[src/rtl/quad_op_alu_pkg.sv]
package quad_op_alu_pkg;

   typedef enum logic [1:0] {
      OP_SUM  = 2'd0,
      OP_PROD = 2'd1,
      OP_IOR  = 2'd2,
      OP_CONJ = 2'd3
   } alu_op_e;

endpackage : quad_op_alu_pkg

[src/rtl/quad_op_capture.sv]
module quad_op_capture
   import quad_op_alu_pkg::*;
#(
   parameter int OPND_W = 8
) (
   input  logic              clk,
   input  logic              start_i,
   input  logic [1:0]        op_i,
   input  logic [OPND_W-1:0] a_i,
   input  logic [OPND_W-1:0] b_i,
   output alu_op_e           op_q,
   output logic [OPND_W-1:0] a_q,
   output logic [OPND_W-1:0] b_q,
   output logic              fire_q
);

   alu_op_e           op_r   = OP_SUM;
   logic [OPND_W-1:0] a_r    = '0;
   logic [OPND_W-1:0] b_r    = '0;
   logic              fire_r = 1'b0;

   always_ff @(posedge clk) begin
      fire_r <= start_i;
      if (start_i) begin
         op_r <= alu_op_e'(op_i);
         a_r  <= a_i;
         b_r  <= b_i;
      end
   end

   assign op_q   = op_r;
   assign a_q    = a_r;
   assign b_q    = b_r;
   assign fire_q = fire_r;

endmodule : quad_op_capture

[src/rtl/quad_op_exec.sv]
module quad_op_exec
   import quad_op_alu_pkg::*;
#(
   parameter int OPND_W     = 8,
   parameter bit NATIVE_MUL = 1'b1,
   localparam int RES_W     = 2 * OPND_W,
   localparam int SUM_W     = OPND_W + 1
) (
   input  alu_op_e           op_i,
   input  logic [OPND_W-1:0] a_i,
   input  logic [OPND_W-1:0] b_i,
   output logic [RES_W-1:0]  res_o
);

   logic [RES_W-1:0] prod;
   logic [SUM_W-1:0] sum;

   assign sum = SUM_W'(a_i) + SUM_W'(b_i);

   generate
      if (NATIVE_MUL) begin : g_mul_native
         assign prod = RES_W'(a_i) * RES_W'(b_i);
      end else begin : g_mul_shift
         logic [OPND_W:0][RES_W-1:0] acc;
         assign acc[0] = '0;
         for (genvar i = 0; i < OPND_W; i++) begin : g_row
            assign acc[i+1] = acc[i] +
                              (b_i[i] ? (RES_W'(a_i) << i) : RES_W'(0));
         end
         assign prod = acc[OPND_W];
      end
   endgenerate

   always_comb begin
      unique case (op_i)
         OP_SUM:  res_o = RES_W'(sum);
         OP_PROD: res_o = prod;
         OP_IOR:  res_o = RES_W'(a_i | b_i);
         OP_CONJ: res_o = RES_W'(a_i & b_i);
         default: res_o = '0;
      endcase
   end

endmodule : quad_op_exec

[src/rtl/quad_op_pipe.sv]
module quad_op_pipe #(
   parameter int WIDTH  = 16,
   parameter int STAGES = 2,
   localparam int DEPTH = STAGES - 1
) (
   input  logic             clk,
   input  logic             vld_i,
   input  logic [WIDTH-1:0] data_i,
   output logic [WIDTH-1:0] res_o
);

   logic             tail_vld;
   logic [WIDTH-1:0] tail_data;
   logic [WIDTH-1:0] res_r = '0;

   generate
      if (DEPTH == 0) begin : g_direct
         assign tail_vld  = vld_i;
         assign tail_data = data_i;
      end else begin : g_chain
         logic [DEPTH-1:0]            vld_q = '0;
         logic [DEPTH-1:0][WIDTH-1:0] dat_q = '0;
         always_ff @(posedge clk) begin
            vld_q[0] <= vld_i;
            dat_q[0] <= data_i;
            for (int i = 1; i < DEPTH; i++) begin
               vld_q[i] <= vld_q[i-1];
               dat_q[i] <= dat_q[i-1];
            end
         end
         assign tail_vld  = vld_q[DEPTH-1];
         assign tail_data = dat_q[DEPTH-1];
      end
   endgenerate

   always_ff @(posedge clk) begin
      if (tail_vld) res_r <= tail_data;
   end

   assign res_o = res_r;

endmodule : quad_op_pipe

[src/rtl/quad_op_alu.sv]
module quad_op_alu
   import quad_op_alu_pkg::*;
#(
   parameter int OPND_W     = 8,
   parameter int STAGES     = 2,
   parameter bit NATIVE_MUL = 1'b1,
   localparam int RES_W     = 2 * OPND_W,
   localparam int SUM_W     = OPND_W + 1,
   localparam int LOOK      = STAGES + 1
) (
   input  logic              clk,
   input  logic              op_start,
   input  logic [1:0]        op_sel,
   input  logic [OPND_W-1:0] opnd_a,
   input  logic [OPND_W-1:0] opnd_b,
   output logic [RES_W-1:0]  result
);

   initial begin
      param_width_chk : assert (OPND_W >= 2 && OPND_W <= 32)
         else $error("OPND_W out of range");
      param_stages_chk : assert (STAGES >= 1 && STAGES <= 8)
         else $error("STAGES out of range");
   end

   alu_op_e           cap_op;
   logic [OPND_W-1:0] cap_a;
   logic [OPND_W-1:0] cap_b;
   logic              cap_fire;
   logic [RES_W-1:0]  exec_res;

   quad_op_capture #(.OPND_W(OPND_W)) u_capture (
      .clk     (clk),
      .start_i (op_start),
      .op_i    (op_sel),
      .a_i     (opnd_a),
      .b_i     (opnd_b),
      .op_q    (cap_op),
      .a_q     (cap_a),
      .b_q     (cap_b),
      .fire_q  (cap_fire)
   );

   quad_op_exec #(.OPND_W(OPND_W), .NATIVE_MUL(NATIVE_MUL)) u_exec (
      .op_i  (cap_op),
      .a_i   (cap_a),
      .b_i   (cap_b),
      .res_o (exec_res)
   );

   quad_op_pipe #(.WIDTH(RES_W), .STAGES(STAGES)) u_pipe (
      .clk    (clk),
      .vld_i  (cap_fire),
      .data_i (exec_res),
      .res_o  (result)
   );

   // Edge counter since power-up; keeps the look-back properties quiet
   // until enough history exists.
   logic [3:0] warm_q = '0;
   always_ff @(posedge clk) begin
      if (warm_q != 4'hF) warm_q <= warm_q + 4'd1;
   end


   sum_value_chk : assert property (@(posedge clk) disable iff (warm_q <= 4'(LOOK))
      ($past(op_start, LOOK) && $past(op_sel, LOOK) == OP_SUM) |->
      (result == RES_W'(SUM_W'($past(opnd_a, LOOK)) + SUM_W'($past(opnd_b, LOOK)))));


   prod_value_chk : assert property (@(posedge clk) disable iff (warm_q <= 4'(LOOK))
      ($past(op_start, LOOK) && $past(op_sel, LOOK) == OP_PROD) |->
      (result == RES_W'(RES_W'($past(opnd_a, LOOK)) * RES_W'($past(opnd_b, LOOK)))));


   logic_upper_chk : assert property (@(posedge clk) disable iff (warm_q <= 4'(LOOK))
      ($past(op_start, LOOK) && $past(op_sel[1], LOOK)) |->
      (result[RES_W-1:OPND_W] == '0));


   hold_result_chk : assert property (@(posedge clk) disable iff (warm_q <= 4'(LOOK))
      !$past(op_start, LOOK) |-> $stable(result));

endmodule : quad_op_alu

[config.mk]
export PLATFORM = sky130hd
export DESIGN_NAME = quad_op_alu
export DESIGN_NICKNAME = d
export VERILOG_FILES = /design/src/rtl/quad_op_alu_pkg.sv /design/src/rtl/quad_op_capture.sv /design/src/rtl/quad_op_exec.sv /design/src/rtl/quad_op_pipe.sv /design/src/rtl/quad_op_alu.sv
export SDC_FILE = /design/constraint.sdc
export NUM_CORES = 1
export LEC_CHECK = 0
export ABC_AREA = 0
export CORE_MARGIN = 2
export CORE_UTILIZATION = 63
export DETAILED_ROUTE_END_ITERATION = 8
export PLACE_DENSITY = 0.89
export SETUP_SLACK_MARGIN = 0.5
export SYNTH_ARGS = -nofsm -noshare
export SYNTH_HDL_FRONTEND = slang
export SYNTH_SLANG_ARGS = --single-unit
[constraint.sdc]
create_clock -name clk -period 7.6 [get_ports clk]
set_input_delay 1.52 -clock clk [delete_from_list [all_inputs] [get_ports clk]]
set_output_delay 1.52 -clock clk [all_outputs]
set_load 0.01 [all_outputs]
==> metrics.cfg, run 1 <==
[status]
outcome = completed

[clock_tree]
cts_sinks = 52
clk_path_buf_depth = 2
cts_tree = built
postCtsHoldBufs = 0
post_cts_buffers = 0
root_buffer = clkbuf_8
clock_latency_ns = 0.31
cts_max_level = 2
cts_inserted_buffers = 5
clk_pin_slew_ns = 0.09
cts_resized = 0

[setup_path]
worstRegToRegCells = 14
crit_start = u_capture.b_q[7]$_DFFE_PP_
crit_fanout = 5
r2r_slack_ns = 3.07
start_kind = flip-flop
path_class = flip-flop to flip-flop
cp-endpoint = u_pipe.g_chain.dat_q[14]$_DFF_P_
r2r-end = u_pipe.g_chain.dat_q[14]$_DFF_P_
cp.required_ns = 7.80
cp.arrival_ns = 4.73
end_kind = flip-flop
reg2reg_from = u_capture.b_q[7]$_DFFE_PP_

[global_route]
grt_pass1_vias = 3171
track_usage = 0.266
grt_pass1_wl_um = 14900
grt_antenna_before_repair = 0
overflow = 0
grt_max_degree = 20

[routing]
drt-total-wl_um = 8620
wl_per_cell_um = 17.1
first_pass_iters = 4
ant_nets = 0
num_vias = 2824
drtIter0Drc = 186
routed_via_density = 5.61
drcViolationCount = 0

[placement]
numPortBuffers = 35
post_dp_cell_area_sq_um = 4540
pre_cts_ws_ns = 3.09
hpwlAfterDp_um = 6900
place.gp.congestion = 0.967
placed_cells = 495

[floorplan]
chipHeight_um = 84.8
initial_core_util = 0.648
core-area_sq_um = 6350
rows = 29
dieWidth_um = 84.8
ios = 36
die-area_sq_um = 7190

[sta]
worst_slack_ns = 3.07
skew_ns = 0.00762
fmax_mhz = 221
setup_viol = 0
tns_ns = 0
fin_crit_ns = 4.53
drv_slew = 0
holdWs_ns = 0.333
min_period_over_period = 0.596
hold_viol = 0
worst_pin_slew_ns = 0.859
slew_headroom = 0.425
rsz0062_at_grt = no

[power]
power.density_nw_per_um2 = 295
ir_worst_vdd_uv = 250
cellLeakagePower_nw = 2.20

[logic_synthesis]
synth_area_per_cell_sq_um = 10.6
synth_edf_count = 34
ys_seq_area_frac = 0.336
synth_ff_type = edfxtp_1
synth.yosys.warnings = 0
ys_async_sr_fraction = 0
synth_area_sq_um = 4120
synth.distinct_cells = 45
synth.ff_latch_count = 52
synth_cells = 387
syn_nets = 496

[cells_and_area]
fin_nets = 534
drive_gt1_frac = 0.0469
finalInstanceArea_sq_um = 4650
stdcell_count = 503
areaGrowthSynthToFinish_pct = 13.0
diodes = 0

[run]
cap_violations = 0

[worst_hold_path]
hold_path.class = flip-flop to flip-flop

sequential cells by signal, summed over array words and instances, names as in the netlist:
| name | count |
|---|---|
| u_capture.a_q | 8 |
| u_pipe.g_chain.vld_q | 1 |
| u_capture.fire_q | 1 |
| u_pipe.res_o | 16 |
| u_capture.b_q | 8 |
| u_capture.op_q | 2 |
| u_pipe.g_chain.dat_q | 16 |
kinds of logic (layout without fill, tap and decap cells):
kind of cell | Yosys count | in the layout | synth area share
and+or+nand+nor | 91 | 91 | 0.0940
buffers and inverters | 81 | 120 | 0.0754
DFF | 52 | 52 | 0.336
muxes | 9 | 9 | 0.0417
xor gates and xnor gates | 13 | 13 | 0.0277
adders and majority gates | 89 | 89 | 0.338
AOI/OAI and AO/OA | 52 | 52 | 0.0876
where the power goes:
part           switching (mW)  internal, mW
Combinational           0.441         0.352
Sequential             0.0240         0.364
Clock                  0.0922        0.0979
Total                   0.557         0.814
stage by stage:
| stage | util | power [mW] |
|---|---|---|
| 3_3_place_gp | 0.715 | 1.15 |
| 2_1_floorplan | - | 0.983 |
| 3_5_place_dp | 0.715 | 1.18 |
| 6_report | 0.732 | 1.37 |
| 5_1_grt | 0.732 | 1.51 |
| 4_1_cts | 0.732 | 1.38 |
synth_stat cells, drive strengths merged (2+ instances only):
library cell  instances  area (sq um)
clkinv                2          7.51
nand2                19          71.3
clkbuf                2          8.75
ha                   52           651
o21bai                2          15.0
fa                   37           741
mux4                  6           139
a21o                  9          67.6
a21oi                18           101
and3                  2          12.5
o21ai                11          55.1
nand2b                4          25.0
xor2                  7          61.3
buf                   2          12.5
dfxtp                18           360
edfxtp               34          1020
inv                  75           282
nand3                 2          10.0
nor3b                 4          30.0
xnor2                 6          52.6
mux2                  2          22.5
nor2                 56           210
per-layer routing:
metal | vias to the layer above | part of all wire | routed length [um] | GRT usage
met1 | 1371 | 0.42 | 3640 | 0.334
met2 | 87 | 0.50 | 4330 | 0.475
met4 | 0 | 0.022 | 191 | 0.0866
met5 | - | 0 | 0 | 0
li1 | 1347 | - | - | -
met3 | 19 | 0.053 | 461 | 0.0389
cell type report:
class / instances / area [sq um]
multi-input cells: 254 / 2420
inverters: 77 / 289
clock buffers: 6 / 72.6
flip-flops and latches: 52 / 1380
well taps: 77 / 96.3
clock inverters: 2 / 35.0
repair buffers: 35 / 350
fillers: 466 / 1700
critical path, stage by stage, from the launching register on:
cell      delay (ns)
edfxtp_1        0.49
inv_1           0.25
nor2_1          0.11
fa_1            0.52
fa_1            0.52
fa_1            0.55
inv_1           0.06
fa_1            0.52
inv_1           0.04
ha_1            0.36
a21o_1          0.19
a31o_2          0.22
a41oi_2         0.24
nor4_1          0.07
a311o_1         0.28
worst min-delay path by stage:
| stage | end | startpoint | slack (ns) | cells after the start |
|---|---|---|---|---|
| floorplan | u_pipe.g_chain.vld_q$_DFF_P_ | u_capture.fire_q$_DFF_P_ | 0.31 | 0 |
| global route | u_pipe.g_chain.vld_q$_DFF_P_ | u_capture.fire_q$_DFF_P_ | 0.34 | 0 |
| global placement | u_pipe.g_chain.vld_q$_DFF_P_ | u_capture.fire_q$_DFF_P_ | 0.31 | 0 |
| detailed placement | u_pipe.g_chain.vld_q$_DFF_P_ | u_capture.fire_q$_DFF_P_ | 0.31 | 0 |
| finish | u_pipe.g_chain.vld_q$_DFF_P_ | u_capture.fire_q$_DFF_P_ | 0.33 | 0 |
| CTS | u_pipe.g_chain.vld_q$_DFF_P_ | u_capture.fire_q$_DFF_P_ | 0.34 | 0 |
cells in the final DEF (no fill, tap or decap), types with 2 or more instances in the layout:
master	netlist	final
a21oi_2	3	3
and3_1	2	2
mux4_2	5	5
edfxtp_1	34	34
xnor2_1	6	6
clkinv_1	2	2
clkbuf_8	0	5
o21ai_0	9	9
o21ai_1	2	2
nand2b_1	4	4
a21oi_1	15	15
inv_1	75	75
nor2_1	56	56
clkdlybuf4s50_1	0	35
nor3b_1	4	4
ha_1	52	52
dfxtp_1	18	18
a21o_1	9	9
fa_1	37	37
nand2_1	19	19
nand3_1	2	2
o21bai_1	2	2
xor2_1	7	7
No activity file was read; power rests on OpenSTA's default activity.
==> run 2, diff against run 1 <==
--- a/config.mk
+++ b/config.mk
@@ -7,9 +7,9 @@
 export LEC_CHECK = 0
 export ABC_AREA = 0
 export CORE_MARGIN = 2
-export CORE_UTILIZATION = 63
+export CORE_UTILIZATION = 53
 export DETAILED_ROUTE_END_ITERATION = 8
-export PLACE_DENSITY = 0.89
+export PLACE_DENSITY = 0.8
 export SETUP_SLACK_MARGIN = 0.5
 export SYNTH_ARGS = -nofsm -noshare
 export SYNTH_HDL_FRONTEND = slang
==> constraint.sdc (replaced) <==
create_clock -name clk -period 3.7 [get_ports clk]
set_input_delay 0.74 -clock clk [delete_from_list [all_inputs] [get_ports clk]]
set_output_delay 0.74 -clock clk [all_outputs]
set_load 0.01 [all_outputs]
==> metrics.cfg, run 2 (synthesis results as in run 1) <==
[cells_and_area]
diodes = 0
multiInputGateArea_sq_um = 2760
final_common_cell = buf_4
final_util = 0.738
fin_nets = 608
stdcell_count = 602
areaGrowthSynthToFinish_pct = 36.5
layout_common_cells = 60 x buf_4, 52 x inv_1, 49 x nor2_1
drive_gt1_frac = 0.314
seq_area_sq_um = 1380
fill_cells = 475

[setup_path]
start_kind = flip-flop
cp.arrival_ns = 4.35
reg2reg_from = u_capture.a_q[4]$_DFFE_PP_
path_class = flip-flop to flip-flop
cp.required_ns = 3.91
r2r-end = u_pipe.g_chain.dat_q[13]$_DFF_P_
crit_start = u_capture.a_q[4]$_DFFE_PP_
crit_fanout = 4
cpPeakStageDelay_ns = 0.54
worstRegToRegCells = 15
end_kind = flip-flop
crit_path_frequent_cell = fa_1
cpMaxStageDelayCell = fa_1
r2r_slack_ns = -0.44
path_cells = buf_6, nand2_4, fa_1, fa_1, inv_2, fa_1, inv_2, fa_1, inv_2, ha_4, nand2_4, o21ai_4, a21oi_2, o21ai_1, mux2_1

[clock_tree]
clock_latency_ns = 0.31
cts_max_level = 2
clk_path_buf_depth = 2
cts_inserted_buffers = 5
cts_tree = built
cts_sinks = 52
clk_pin_slew_ns = 0.09
root_buffer = clkbuf_8

[placement]
hpwlAfterDp_um = 7120
numPortBuffers = 35
place.gp.congestion = 0.955
placed_cells = 569

[status]
outcome = finished, violations left
violations = negative setup slack

[floorplan]
dieWidth_um = 92.1
die-area_sq_um = 8490
rows = 32
ios = 36
core-area_sq_um = 7610
initial_core_util = 0.541
chipHeight_um = 92.1

[run]
cap_violations = 0

[sta]
fin_crit_ns = 4.14
tns_ns = -3.51
skew_ns = 0.00852
fmax_mhz = 241
rsz0062_at_grt = yes
min_period_over_period = 1.12
worst_slack_ns = -0.442
hold_viol = 0
worst_pin_slew_ns = 0.879
slew_headroom = 0.412
drv_slew = 0
setup_viol = 11

[routing]
first_pass_iters = 4
drcViolationCount = 0
routed_via_density = 5.41
wl_per_cell_um = 16.6
num_vias = 3255
ant_nets = 0
drtIter0Drc = 140
drt-total-wl_um = 10000

[global_route]
grt_pass1_wl_um = 15400
track_usage = 0.233
grt_pass1_vias = 3368
overflow = 0
grt_antenna_before_repair = 0
grt_max_degree = 20

[worst_hold_path]
hold_path.class = flip-flop to flip-flop
holdPathStages = 0
holdPathEnd = u_pipe.g_chain.vld_q$_DFF_P_
hp-start = u_capture.fire_q$_DFF_P_

[power]
cellLeakagePower_nw = 2.57
ir_worst_vdd_uv = 446
power.density_nw_per_um2 = 693

-- run 2: through the flow --
stage | setup WS, ns | instance area (sq um) | hold slack (ns) | total power [mW]
finish | -0.442 | 5620 | 0.335 | 3.89
global route | -0.566 | 5620 | 0.355 | 4.16
CTS | -0.374 | 5400 | 0.334 | 3.51
detailed placement | -0.386 | 5010 | 0.312 | 2.85
global placement | -0.286 | 5010 | 0.313 | 2.79
floorplan | -0.173 | 4190 | 0.310 | 2.17
-- run 2: where the power goes --
part           total (mW)  switching, mW  internal [mW]
registers           0.793         0.0448          0.748
logic                2.78           1.36           1.43
clock network       0.316          0.185          0.132
-- run 2: worst max-delay path by stage --
stage	end	slack (ns)	cells after the start
global placement	u_pipe.g_chain.dat_q[14]$_DFF_P_	-0.29	14
global route	u_pipe.g_chain.dat_q[15]$_DFF_P_	-0.57	16
CTS	u_pipe.g_chain.dat_q[10]$_DFF_P_	-0.37	15
finish	u_pipe.g_chain.dat_q[13]$_DFF_P_	-0.44	15
detailed placement	u_pipe.g_chain.dat_q[10]$_DFF_P_	-0.39	15
floorplan	u_pipe.g_chain.dat_q[14]$_DFF_P_	-0.17	14
-- run 2: per-layer routing --
layer  global-route usage  routed length [um]  vias up
met3               0.0288                 499       21
met2                0.422                5330       96
met1                0.288                3960     1644
li1                     -                   -     1494
met4               0.0771                 206        0
met5                    0                   0        -
-- run 2: critical path: cells and delay by family, from the launching register on --
family,cells,cell delay (ns)
adders and majority gates,5,2.32
muxes,1,0.34
and+or+nand+nor,2,0.11
AOI/OAI and AO/OA,3,0.49
buffers and inverters,4,0.30
DFF,1,0.47
-- run 2: what timing repair did --
action / in CTS / in global routing
resized for setup: 45 / 22
buffers inserted: 14 / 11
endpoints found under the setup margin: 12 / 12
pin swaps: 34 / 26
hold buffers: 0 / 0
hold endpoints to repair: 0 / 0
-- run 2: area by class of cell --
class                   count  area share
flip-flops and latches     52       0.246
inverters                  77      0.0514
well taps                 102      0.0227
multi-input cells         254       0.491
clock buffers               6      0.0129
clock inverters             2     0.00200
repair buffers            109       0.174
==> run 3, diff against run 2 <==
--- a/config.mk
+++ b/config.mk
@@ -7,9 +7,10 @@
 export LEC_CHECK = 0
 export ABC_AREA = 0
 export CORE_MARGIN = 2
-export CORE_UTILIZATION = 53
+export CORE_UTILIZATION = 58
 export DETAILED_ROUTE_END_ITERATION = 8
-export PLACE_DENSITY = 0.8
+export DONT_BUFFER_PORTS = 1
+export PLACE_DENSITY = 0.79
 export SETUP_SLACK_MARGIN = 0.5
 export SYNTH_ARGS = -nofsm -noshare
 export SYNTH_HDL_FRONTEND = slang
==> metrics.cfg, run 3 (synthesis results as in run 1) <==
[status]
outcome = finished, violations left
violations = negative setup slack

[power]
cellLeakagePower_nw = 2.39
ir_worst_vdd_uv = 399
power.density_nw_per_um2 = 687
power_mw = 3.50

[cells_and_area]
drive_gt1_frac = 0.310
areaGrowthSynthToFinish_pct = 23.9
multiInputGateArea_sq_um = 2650
fill_cells = 483
final_util = 0.746
final_common_cell = buf_4
seq_area_sq_um = 1380
fin_nets = 570
diodes = 0
layout_common_cells = 65 x buf_4, 54 x inv_1, 49 x nor2_1

[sta]
tns_ns = -2.87
fmax_mhz = 245
hold_viol = 0
min_period_over_period = 1.10
setup_viol = 11
worst_pin_slew_ns = 0.797
skew_ns = 0.00867
slew_headroom = 0.468
rsz0062_at_grt = yes
fin_crit_ns = 4.09
worst_slack_ns = -0.388
holdWs_ns = 0.335
drv_slew = 0

[setup_path]
r2r_slack_ns = -0.39
end_kind = flip-flop
worstRegToRegCells = 14
start_kind = flip-flop
crit_fanout = 5
path_class = flip-flop to flip-flop
cp.required_ns = 3.90
cp.arrival_ns = 4.29

[run]
cap_violations = 0

[routing]
routed_via_density = 5.41
drtIter0Drc = 150
first_pass_iters = 4
num_vias = 3021
drcViolationCount = 0
ant_nets = 0
wl_per_cell_um = 16.9
drt-total-wl_um = 9430

[floorplan]
die-area_sq_um = 7780
rows = 30
initial_core_util = 0.602
core-area_sq_um = 6830
chipHeight_um = 88.2
dieWidth_um = 88.2
ios = 36

[clock_tree]
cts_max_level = 2
cts_sinks = 52
cts_tree = built
cts_inserted_buffers = 5
clk_path_buf_depth = 2
clock_latency_ns = 0.31
clk_pin_slew_ns = 0.09
root_buffer = clkbuf_8
postCtsHoldBufs = 0

[placement]
place.gp.congestion = 0.899
pre_cts_ws_ns = -0.406
hpwlAfterDp_um = 7080
numPortBuffers = 0

[global_route]
grt_antenna_before_repair = 0
overflow = 0
grt_max_degree = 20
grt_pass1_vias = 3368
grt_pass1_wl_um = 15300
track_usage = 0.261

[worst_hold_path]
holdPathStages = 0
hold_path.class = flip-flop to flip-flop

==> run 3: changes by cell type in the layout (fill, tap and decap cells not counted), moves of 2 or more <==
| cell | delta |
|---|---|
| buf_4 | +5 |
| ha_4 | -4 |
| nand2_1 | +2 |
| buf_12 | -2 |
| inv_2 | -2 |
| nand2_4 | -2 |
| ha_1 | +3 |
| buf_6 | -5 |
| clkdlybuf4s50_1 | -35 |
| o21ai_1 | +2 |
| inv_1 | +2 |
==> run 3: final cells by class <==
class / instances / share of cell area
Clock buffer: 6 / 0.0142
Clock inverter: 2 / 0.00687
Inverter: 77 / 0.0567
Multi-Input combinational cell: 254 / 0.519
Sequential cell: 52 / 0.271
Tap cell: 96 / 0.0236
Timing Repair Buffer: 71 / 0.109
==> run 3: path summary, 6_finish.rpt <==
path | start | end
max | u_capture.b_q[2]$_DFFE_PP_ | u_pipe.g_chain.dat_q[14]$_DFF_P_
min | u_capture.fire_q$_DFF_P_ | u_pipe.g_chain.vld_q$_DFF_P_
max reg2reg | u_capture.b_q[2]$_DFFE_PP_ | u_pipe.g_chain.dat_q[14]$_DFF_P_
min reg2reg | u_capture.fire_q$_DFF_P_ | u_pipe.g_chain.vld_q$_DFF_P_
==> run 3: report_power, final <==
group	internal (mW)	switching [mW]	leakage (nW)	total (mW)
combinational	1.13	1.16	1.86	2.29
sequential	0.751	0.0666	0.481	0.818
clock	0.201	0.191	0.0552	0.393
==> run 3: per-stage QoR <==
step / instances / instance area, sq um
global route: 558 / 5100
CTS: 548 / 4960
floorplan: 387 / 4190
detailed placement: 528 / 4650
global placement: 528 / 4650
finish: 558 / 5100
==> run 3: routing by layer <==
| layer | part of all wire | wire length (um) | global-route usage | up-vias |
|---|---|---|---|---|
| li1 | - | - | - | 1418 |
| met1 | 0.42 | 3940 | 0.314 | 1477 |
| met2 | 0.51 | 4850 | 0.468 | 90 |
| met3 | 0.034 | 316 | 0.0382 | 36 |
| met4 | 0.034 | 323 | 0.110 | 0 |
| met5 | 0 | 0 | 0 | - |
==> run 3: critical path, stage by stage (launching register included) <==
cell and delay (ns):
edfxtp_1 0.44, inv_2 0.14, nor2_1 0.07, fa_1 0.56, fa_1 0.44, fa_1 0.49, inv_1 0.05, fa_1 0.54
inv_1 0.07, ha_4 0.16, a21o_1 0.17, a31o_2 0.23, a41oi_4 0.23, nor4_2 0.09, a311o_1 0.29
==> run 3: repair_timing <==
action / CTS / global route
buffers inserted: 12 / 10
cloned: 0 / 0
resized for setup: 27 / 15
endpoints found under the setup margin: 12 / 12
endpoints found under the hold margin: 0 / 0
pin swaps: 18 / 11
